`src/rtl/wtw_pkg.sv`:
```
package wtw_pkg;

  typedef enum logic [1:0] {
    FR_IDLE = 2'd0,
    FR_RUN  = 2'd1,
    FR_DONE = 2'd2
  } frame_st_t;

  // bits needed to hold values 0..n
  function automatic int cnt_bits(input int n);
    return (n < 1) ? 1 : $clog2(n + 1);
  endfunction

endpackage

```
`src/rtl/wtw_row_mem.sv`:
```
module wtw_row_mem #(
  parameter int DW    = 8,
  parameter int MAP_W = 16,
  parameter int CH    = 4
) (
  input  logic                                        clk,
  input  logic                                        wr_en,
  input  logic [wtw_pkg::cnt_bits(MAP_W*CH)-1:0]      wr_addr,
  input  logic [DW-1:0]                               wr_data,
  input  logic [wtw_pkg::cnt_bits(MAP_W)-1:0]         rd_col,
  input  logic [wtw_pkg::cnt_bits(CH)-1:0]            rd_ch,
  output logic [4*DW-1:0]                             rd_word
);
  localparam int DEPTH = MAP_W * CH;
  localparam int IW    = (DEPTH > 1) ? $clog2(DEPTH) : 1;

  logic [DW-1:0] mem [DEPTH];

  always_ff @(posedge clk) begin
    if (wr_en) mem[IW'(wr_addr)] <= wr_data;
  end

  // four adjacent columns of one channel; columns past the edge read zero
  for (genvar k = 0; k < 4; k++) begin : g_col
    logic [31:0] col_k;
    logic [31:0] idx_k;
    always_comb begin
      col_k = 32'(rd_col) + 32'(k);
      idx_k = col_k * 32'(CH) + 32'(rd_ch);
      if (col_k < 32'(MAP_W)) rd_word[k*DW +: DW] = mem[IW'(idx_k)];
      else                    rd_word[k*DW +: DW] = '0;
    end
  end

endmodule

```
`src/rtl/wtw_load_ctrl.sv`:
```
module wtw_load_ctrl #(
  parameter int MAP_W = 16,
  parameter int MAP_H = 16,
  parameter int CH    = 4
) (
  input  logic                                         clk,
  input  logic                                         rst_n,
  input  logic                                         sof,
  input  logic                                         run,
  input  logic                                         in_valid,
  input  logic [wtw_pkg::cnt_bits((MAP_H-1)/2)-1:0]    rd_row,
  output logic                                         in_ready,
  output logic                                         wr_en,
  output logic [wtw_pkg::cnt_bits((MAP_H+1)/2)-1:0]    wr_pair,
  output logic [wtw_pkg::cnt_bits(MAP_W*CH)-1:0]       wr_pos
);
  localparam int BPP   = MAP_W * CH;
  localparam int NPAIR = (MAP_H + 1) / 2;
  localparam int PW    = wtw_pkg::cnt_bits(NPAIR);
  localparam int BW    = wtw_pkg::cnt_bits(BPP);

  logic pair_room;

  // a new pair may only land in the slots of a tile row already finished
  always_comb begin
    pair_room = (32'(wr_pair) < 32'(NPAIR)) &&
                (32'(wr_pair) < 32'(rd_row) + 32'd2);
    in_ready  = run && pair_room;
    wr_en     = in_valid && in_ready;
  end

  always_ff @(posedge clk) begin
    if (!rst_n || sof) begin
      wr_pair <= '0;
      wr_pos  <= '0;
    end else if (wr_en) begin
      if (wr_pos == BW'(BPP - 1)) begin
        wr_pos  <= '0;
        wr_pair <= wr_pair + PW'(1);
      end else begin
        wr_pos  <= wr_pos + BW'(1);
      end
    end
  end

endmodule

```
`src/rtl/wtw_tile_ctrl.sv`:
```
module wtw_tile_ctrl #(
  parameter int MAP_W = 16,
  parameter int MAP_H = 16,
  parameter int CH    = 4
) (
  input  logic                                         clk,
  input  logic                                         rst_n,
  input  logic                                         sof,
  input  logic                                         out_ready,
  input  logic [wtw_pkg::cnt_bits((MAP_H+1)/2)-1:0]    wr_pair,
  input  logic [wtw_pkg::cnt_bits(MAP_W*CH)-1:0]       wr_pos,
  output logic                                         out_valid,
  output logic                                         out_last,
  output logic                                         run,
  output logic [wtw_pkg::cnt_bits((MAP_H-1)/2)-1:0]    ty,
  output logic [wtw_pkg::cnt_bits((MAP_W-1)/2)-1:0]    tx,
  output logic [wtw_pkg::cnt_bits(CH)-1:0]             ch
);
  import wtw_pkg::*;

  localparam int TX = (MAP_W - 1) / 2;
  localparam int TY = (MAP_H - 1) / 2;
  localparam int XW = cnt_bits(TX);
  localparam int YW = cnt_bits(TY);
  localparam int CW = cnt_bits(CH);

  frame_st_t   st;
  logic [31:0] need_col;
  logic [31:0] need_idx;
  logic        top_ok;
  logic        bot_full;
  logic        bot_part;
  logic        at_end;

  assign run = (st == FR_RUN);

  // last element of the lower pair that this tile touches
  always_comb begin
    need_col = 32'(tx) * 32'd2 + 32'd3;
    if (need_col > 32'(MAP_W - 1)) need_col = 32'(MAP_W - 1);
    need_idx = need_col * 32'(CH) + 32'(ch);
    top_ok   = 32'(wr_pair) > 32'(ty);
    bot_full = 32'(wr_pair) > 32'(ty) + 32'd1;
    bot_part = (32'(wr_pair) == 32'(ty) + 32'd1) && (32'(wr_pos) > need_idx);
    out_valid = run && top_ok && (bot_full || bot_part);
    at_end   = (ch == CW'(CH - 1)) && (tx == XW'(TX - 1)) && (ty == YW'(TY - 1));
    out_last = out_valid && at_end;
  end

  always_ff @(posedge clk) begin
    if (!rst_n) begin
      st <= FR_IDLE;
      ty <= '0;
      tx <= '0;
      ch <= '0;
    end else if (sof) begin
      st <= FR_RUN;
      ty <= '0;
      tx <= '0;
      ch <= '0;
    end else if (out_valid && out_ready) begin
      if (ch == CW'(CH - 1)) begin
        ch <= '0;
        if (tx == XW'(TX - 1)) begin
          tx <= '0;
          if (ty == YW'(TY - 1)) st <= FR_DONE;
          else                   ty <= ty + YW'(1);
        end else begin
          tx <= tx + XW'(1);
        end
      end else begin
        ch <= ch + CW'(1);
      end
    end
  end

endmodule

```
`src/rtl/wtw_tile_assemble.sv`:
```
module wtw_tile_assemble #(
  parameter int DW    = 8,
  parameter int MAP_H = 16
) (
  input  logic [16*DW-1:0]                          slot_words,
  input  logic [1:0]                                base,
  input  logic [wtw_pkg::cnt_bits((MAP_H-1)/2)-1:0] ty,
  output logic [16*DW-1:0]                          tile
);
  // tile row i comes from slot (base+i) mod 4; rows past the map read zero
  for (genvar i = 0; i < 4; i++) begin : g_role
    logic [1:0]  slot_i;
    logic [31:0] map_row;
    always_comb begin
      slot_i  = base + 2'(i);
      map_row = 32'(ty) * 32'd2 + 32'(i);
      if (map_row < 32'(MAP_H)) tile[i*4*DW +: 4*DW] = slot_words[32'(slot_i)*4*DW +: 4*DW];
      else                      tile[i*4*DW +: 4*DW] = '0;
    end
  end

endmodule

```
`src/rtl/wtw_tile_window.sv`:
```
module wtw_tile_window #(
  parameter int DW    = 8,
  parameter int MAP_W = 16,
  parameter int MAP_H = 16,
  parameter int CH    = 4
) (
  input  logic             clk,
  input  logic             rst_n,
  input  logic             sof,
  input  logic             in_valid,
  output logic             in_ready,
  input  logic [2*DW-1:0]  in_data,
  output logic             out_valid,
  input  logic             out_ready,
  output logic [16*DW-1:0] out_tile,
  output logic             out_last
);
  import wtw_pkg::*;

  localparam int BPP   = MAP_W * CH;
  localparam int TX    = (MAP_W - 1) / 2;
  localparam int TY    = (MAP_H - 1) / 2;
  localparam int NPAIR = (MAP_H + 1) / 2;
  localparam int PW    = cnt_bits(NPAIR);
  localparam int BW    = cnt_bits(BPP);
  localparam int XW    = cnt_bits(TX);
  localparam int YW    = cnt_bits(TY);
  localparam int CW    = cnt_bits(CH);
  localparam int COLW  = cnt_bits(MAP_W);

  logic             run;
  logic             wr_en;
  logic [PW-1:0]    wr_pair;
  logic [BW-1:0]    wr_pos;
  logic [YW-1:0]    ty;
  logic [XW-1:0]    tx;
  logic [CW-1:0]    ch;
  logic [COLW-1:0]  rd_col;
  logic [1:0]       base;
  logic [16*DW-1:0] slot_words;

  assign rd_col = COLW'(32'(tx) * 32'd2);
  assign base   = {ty[0], 1'b0};

  wtw_load_ctrl #(.MAP_W(MAP_W), .MAP_H(MAP_H), .CH(CH)) u_load (
    .clk      (clk),
    .rst_n    (rst_n),
    .sof      (sof),
    .run      (run),
    .in_valid (in_valid),
    .rd_row   (ty),
    .in_ready (in_ready),
    .wr_en    (wr_en),
    .wr_pair  (wr_pair),
    .wr_pos   (wr_pos)
  );

  wtw_tile_ctrl #(.MAP_W(MAP_W), .MAP_H(MAP_H), .CH(CH)) u_tile (
    .clk       (clk),
    .rst_n     (rst_n),
    .sof       (sof),
    .out_ready (out_ready),
    .wr_pair   (wr_pair),
    .wr_pos    (wr_pos),
    .out_valid (out_valid),
    .out_last  (out_last),
    .run       (run),
    .ty        (ty),
    .tx        (tx),
    .ch        (ch)
  );

  // pair p writes slots 2*(p mod 2) (even row) and 2*(p mod 2)+1 (odd row)
  for (genvar k = 0; k < 4; k++) begin : g_slot
    localparam bit PAR = (k / 2) == 1;
    localparam bit HI  = (k % 2) == 1;
    logic          we_k;
    logic [DW-1:0] wd_k;
    assign we_k = wr_en && (wr_pair[0] == PAR);
    assign wd_k = HI ? in_data[2*DW-1:DW] : in_data[DW-1:0];

    wtw_row_mem #(.DW(DW), .MAP_W(MAP_W), .CH(CH)) u_mem (
      .clk     (clk),
      .wr_en   (we_k),
      .wr_addr (wr_pos),
      .wr_data (wd_k),
      .rd_col  (rd_col),
      .rd_ch   (ch),
      .rd_word (slot_words[k*4*DW +: 4*DW])
    );
  end

  wtw_tile_assemble #(.DW(DW), .MAP_H(MAP_H)) u_asm (
    .slot_words (slot_words),
    .base       (base),
    .ty         (ty),
    .tile       (out_tile)
  );

endmodule

```
`config.mk`:
```
export PLATFORM = sky130hd
export DESIGN_NAME = wtw_tile_window
export DESIGN_NICKNAME = d
export VERILOG_FILES = /design/src/rtl/wtw_pkg.sv /design/src/rtl/wtw_row_mem.sv /design/src/rtl/wtw_load_ctrl.sv /design/src/rtl/wtw_tile_ctrl.sv /design/src/rtl/wtw_tile_assemble.sv /design/src/rtl/wtw_tile_window.sv
export SDC_FILE = /design/constraint.sdc
export NUM_CORES = 2
export LEC_CHECK = 0
export BUFFER_PORTS_ARGS = -buffer_cell sky130_fd_sc_hd__buf_2
export CORE_MARGIN = 5
export CORE_UTILIZATION = 53
export CTS_CLUSTER_DIAMETER = 200
export DETAILED_ROUTE_END_ITERATION = 16
export PLACE_DENSITY = 0.69
export SLEW_MARGIN = 30
export SYNTH_ARGS = -nofsm -noshare
export SYNTH_HDL_FRONTEND = slang
export SYNTH_SLANG_ARGS = --single-unit
```
`constraint.sdc`:
```
create_clock -name clk -period 5.1 [get_ports clk]
set_input_delay 0.255 -clock clk [delete_from_list [all_inputs] [get_ports clk]]
set_output_delay 0.255 -clock clk [all_outputs]
set_load 0.02 [all_outputs]
```
==> flow_metrics.tcl <==
set metrics [dict create \
    status "finished with violations" \
    violations "negative setup slack" \
    async_reset_ff_frac 0 \
    yosysMostFrequentCell "edfxtp_1" \
    initial_utilization 0.5314 \
    drc_errors 0 \
    grt_usage 0.4046 \
    worst_slack_ns -0.07713 \
    fillers 12780 \
    relSlewSlack 0.2457 \
    placed_area_mm2 0.09894 \
    hpwl_mm 264.0 \
    ys_warn_count 0 \
    grt-ovfl-total 0 \
    synth_xor_area_frac 0.001690 \
    cts_buffers 198 \
    synth_seq_cells 2070 \
    synth_area_leaders "edfxtp_1 66%, mux4_2 15%, mux2i_1 3.4%" \
    hp-class "input port to flip-flop" \
    rows 154 \
    synth_common_cells "2048 x edfxtp_1, 605 x mux4_2, 423 x nand2_1, 315 x mux2i_1, 248 x o22ai_1" \
    cp_num_buf_inv 3 \
    drtPass1Iterations 7 \
    synth_area_mm2 0.09328 \
    yosysTopAreaCell "edfxtp_1" \
    gp_congestion 1.114 \
    period_share 1.015 \
    die_h_um 429.5 \
    fin_nets 5955 \
    worst_pin_slew_ns 1.124 \
    crit_family "compound AO/OA/AOI/OAI gates" \
    max_freq_ghz 0.1932 \
    synth_top_family_by_area "multiplexers" \
    synth-compound-area-share 0.07587 \
    synthSimpleGateAreaFrac 0.04712 \
    syn_inst 5485 \
    crit_arrival_ns 4.92 \
    slowest_delay_ns 0.69 \
    synthAdderAreaFrac 0.003756 \
    crit_path_cell_trace "ha_2 -> clkinv_1 -> nand2_1 -> buf_4 -> o22ai_1 -> nor4_1 -> a21oi_1 -> o2bb2ai_1 -> buf_2" \
    cap_viol_max_count 0 \
    antenna_found_initial 26 \
    hold_violations 0 \
    grt_pass1_vias 58520 \
    stdcell_area_mm2 0.1057 \
    clock_skew_ns 0.03886 \
    ys_seq_area_frac 0.6640 \
    synth-edff-count 2048 \
    muxShareOfSynthArea 0.1852 \
    drive_above_1_share 0.2635 \
    clock_path_buffers 3 \
    worstPathMaxFanout 19 \
    rsz0062_at_grt "false" \
    h-tree-depth 4 \
    die_w_um 429.5 \
    syn-num-nets 5534 \
    worst_path_max_delay_cell "o2bb2ai_1" \
    synth_top_area_frac 0.6593 \
    via_per_inst 7.379 \
    core_mm2 0.1755 \
    drt_iter0_drc 10740 \
    fin_crit_ns 5.177 \
    drtAntennaViolNets 0 \
    power.leakage_nw 33.75 \
    grt_pass1_wl_mm 507.2 \
    ys_types 72 \
    multi_input_area_mm2 0.02956 \
    ys_dominant_reg_cell "edfxtp_1" \
    required_ns 4.85 \
    cts-root-buf "clkbuf_16" \
    slew_viol_final 0 \
    port_buffers 151 \
    final-seq-area_mm2 0.06196 \
    syn_area_per_cell_um2 17.01 \
    final_cells 8422 \
    clk_latency_ns 0.88 \
    clkTransAtPathRegs_ns 0.07 \
    num_vias 62140 \
    tritoncts "done" \
    cts.sinks 2070 \
    endpoint_kind "primary output" \
    finalSetupViolCount 6 \
    wirelength_mm 377.3 \
    io-pin-count 152 \
    critical_path_class "flip-flop to primary output" \
    wl_per_cell_um 44.79 \
    area_growth_pct 13.32 \
    dieArea_mm2 0.1845 \
    grt_max_degree 84 \
    irDropWorstVdd_v 0.0003442 \
    power.density_mw_per_mm2 318.0 \
    startpoint_type "flip-flop" \
    placed_cells 8022 \
]
==> metrics by stage <==
| stage | utilization | worst slack, ns | hold slack [ns] | total power, W | TNS (ns) |
|---|---|---|---|---|---|
| 5_1_grt | 0.6021 | 0.009474 | 0.01465 | 0.03451 | 0 |
| 6_report | 0.6022 | -0.07713 | 0.008242 | 0.03361 | -0.2500 |
| 4_1_cts | 0.6011 | 0.03191 | 0.0003250 | 0.03371 | 0 |
| 3_5_place_dp | 0.5636 | 0.4830 | 0.4549 | 0.01952 | 0 |
| 2_1_floorplan | - | 0.4468 | 0.3539 | 0.01910 | 0 |
| 3_3_place_gp | 0.5634 | 0.4277 | 0.4472 | 0.01949 | 0 |
==> worst paths after layout <==
path,startpoint,end,slack (ns),cells past startpoint
hold reg to reg,u_tile.st[1],u_tile.st[1],0.46,2
setup / recovery,u_tile.tx[1],out_tile[18],-0.08,9
setup reg to reg,u_tile.ty[1],g_slot[3].u_mem.mem[49][5],0.32,9
hold / removal,in_data[7],g_slot[2].u_mem.mem[16][7],0.008,1
==> cell usage in the layout, fill, tap and decap left out, types with 48 or more instances in the layout <==
cell,netlist,routed
a21oi_1,115,112
clkbuf_1,195,48
mux4_2,605,605
clkbuf_16,0,201
nand2_1,423,421
nor2_1,232,223
o221ai_1,49,49
clkinv_1,3,50
buf_4,11,437
o22ai_1,248,246
mux2i_1,315,315
edfxtp_1,2048,2048
buf_2,100,135
a221oi_1,60,60
nand3_1,116,115
a22oi_1,204,204
a22o_1,59,59
==> per-layer routing <==
layer | wire, um | global-route usage | part of all wire | vias up
met3 | 47850 | 0.1128 | 0.13 | 1216
met1 | 128000 | 0.5252 | 0.34 | 31760
met5 | 85 | 0 | 0.00023 | -
met4 | 37570 | 0.3042 | 0.10 | 12
met2 | 163800 | 0.5847 | 0.43 | 5285
li1 | - | - | - | 23870
==> where the power goes <==
part / switching, W / internal [W]
Sequential: 0.00000264 / 0.0187
Combinational: 0.000425 / 0.0000559
Clock: 0.00640 / 0.00804
Total: 0.00682 / 0.0268
==> registers in the layout, indices dropped and copies added, names as in the netlist <==
signal / cells
g_slot.u_mem.mem: 2048
u_load.wr_pair: 4
u_load.wr_pos: 7
u_tile.ch: 3
u_tile.st: 2
u_tile.tx: 3
u_tile.ty: 3
==> layout make-up <==
class | count | share of cell area
repair buffers | 623 | 0.04551
clock inverters | 121 | 0.01071
well taps | 2340 | 0.02770
multi-input cells | 2993 | 0.2797
clock buffers | 249 | 0.04929
inverters | 20 | 0.0007339
diodes | 6 | 0.0001420
flip-flops and latches | 2070 | 0.5862
==> timing repair <==
| action | in CTS | in global routing |
|---|---|---|
| resized for setup | 6 | 7 |
| buffers inserted | 6 | 0 |
| endpoints found under the hold margin | 156 | 81 |
| hold buffers | 11 | 4 |
| setup endpoints to repair | 59 | 7 |
==> cell families (layout without fill, tap and decap cells) <==
kind of cell	count (synthesis)	after routing
compound gates	992	992
xor+xnor	18	18
fa+ha+maj	28	28
buf+inv	422	1013
flops	2070	2070
mux	964	964
other cells	0	6
simple gates	991	991
Note: power is estimated with default switching activity, not from simulation.
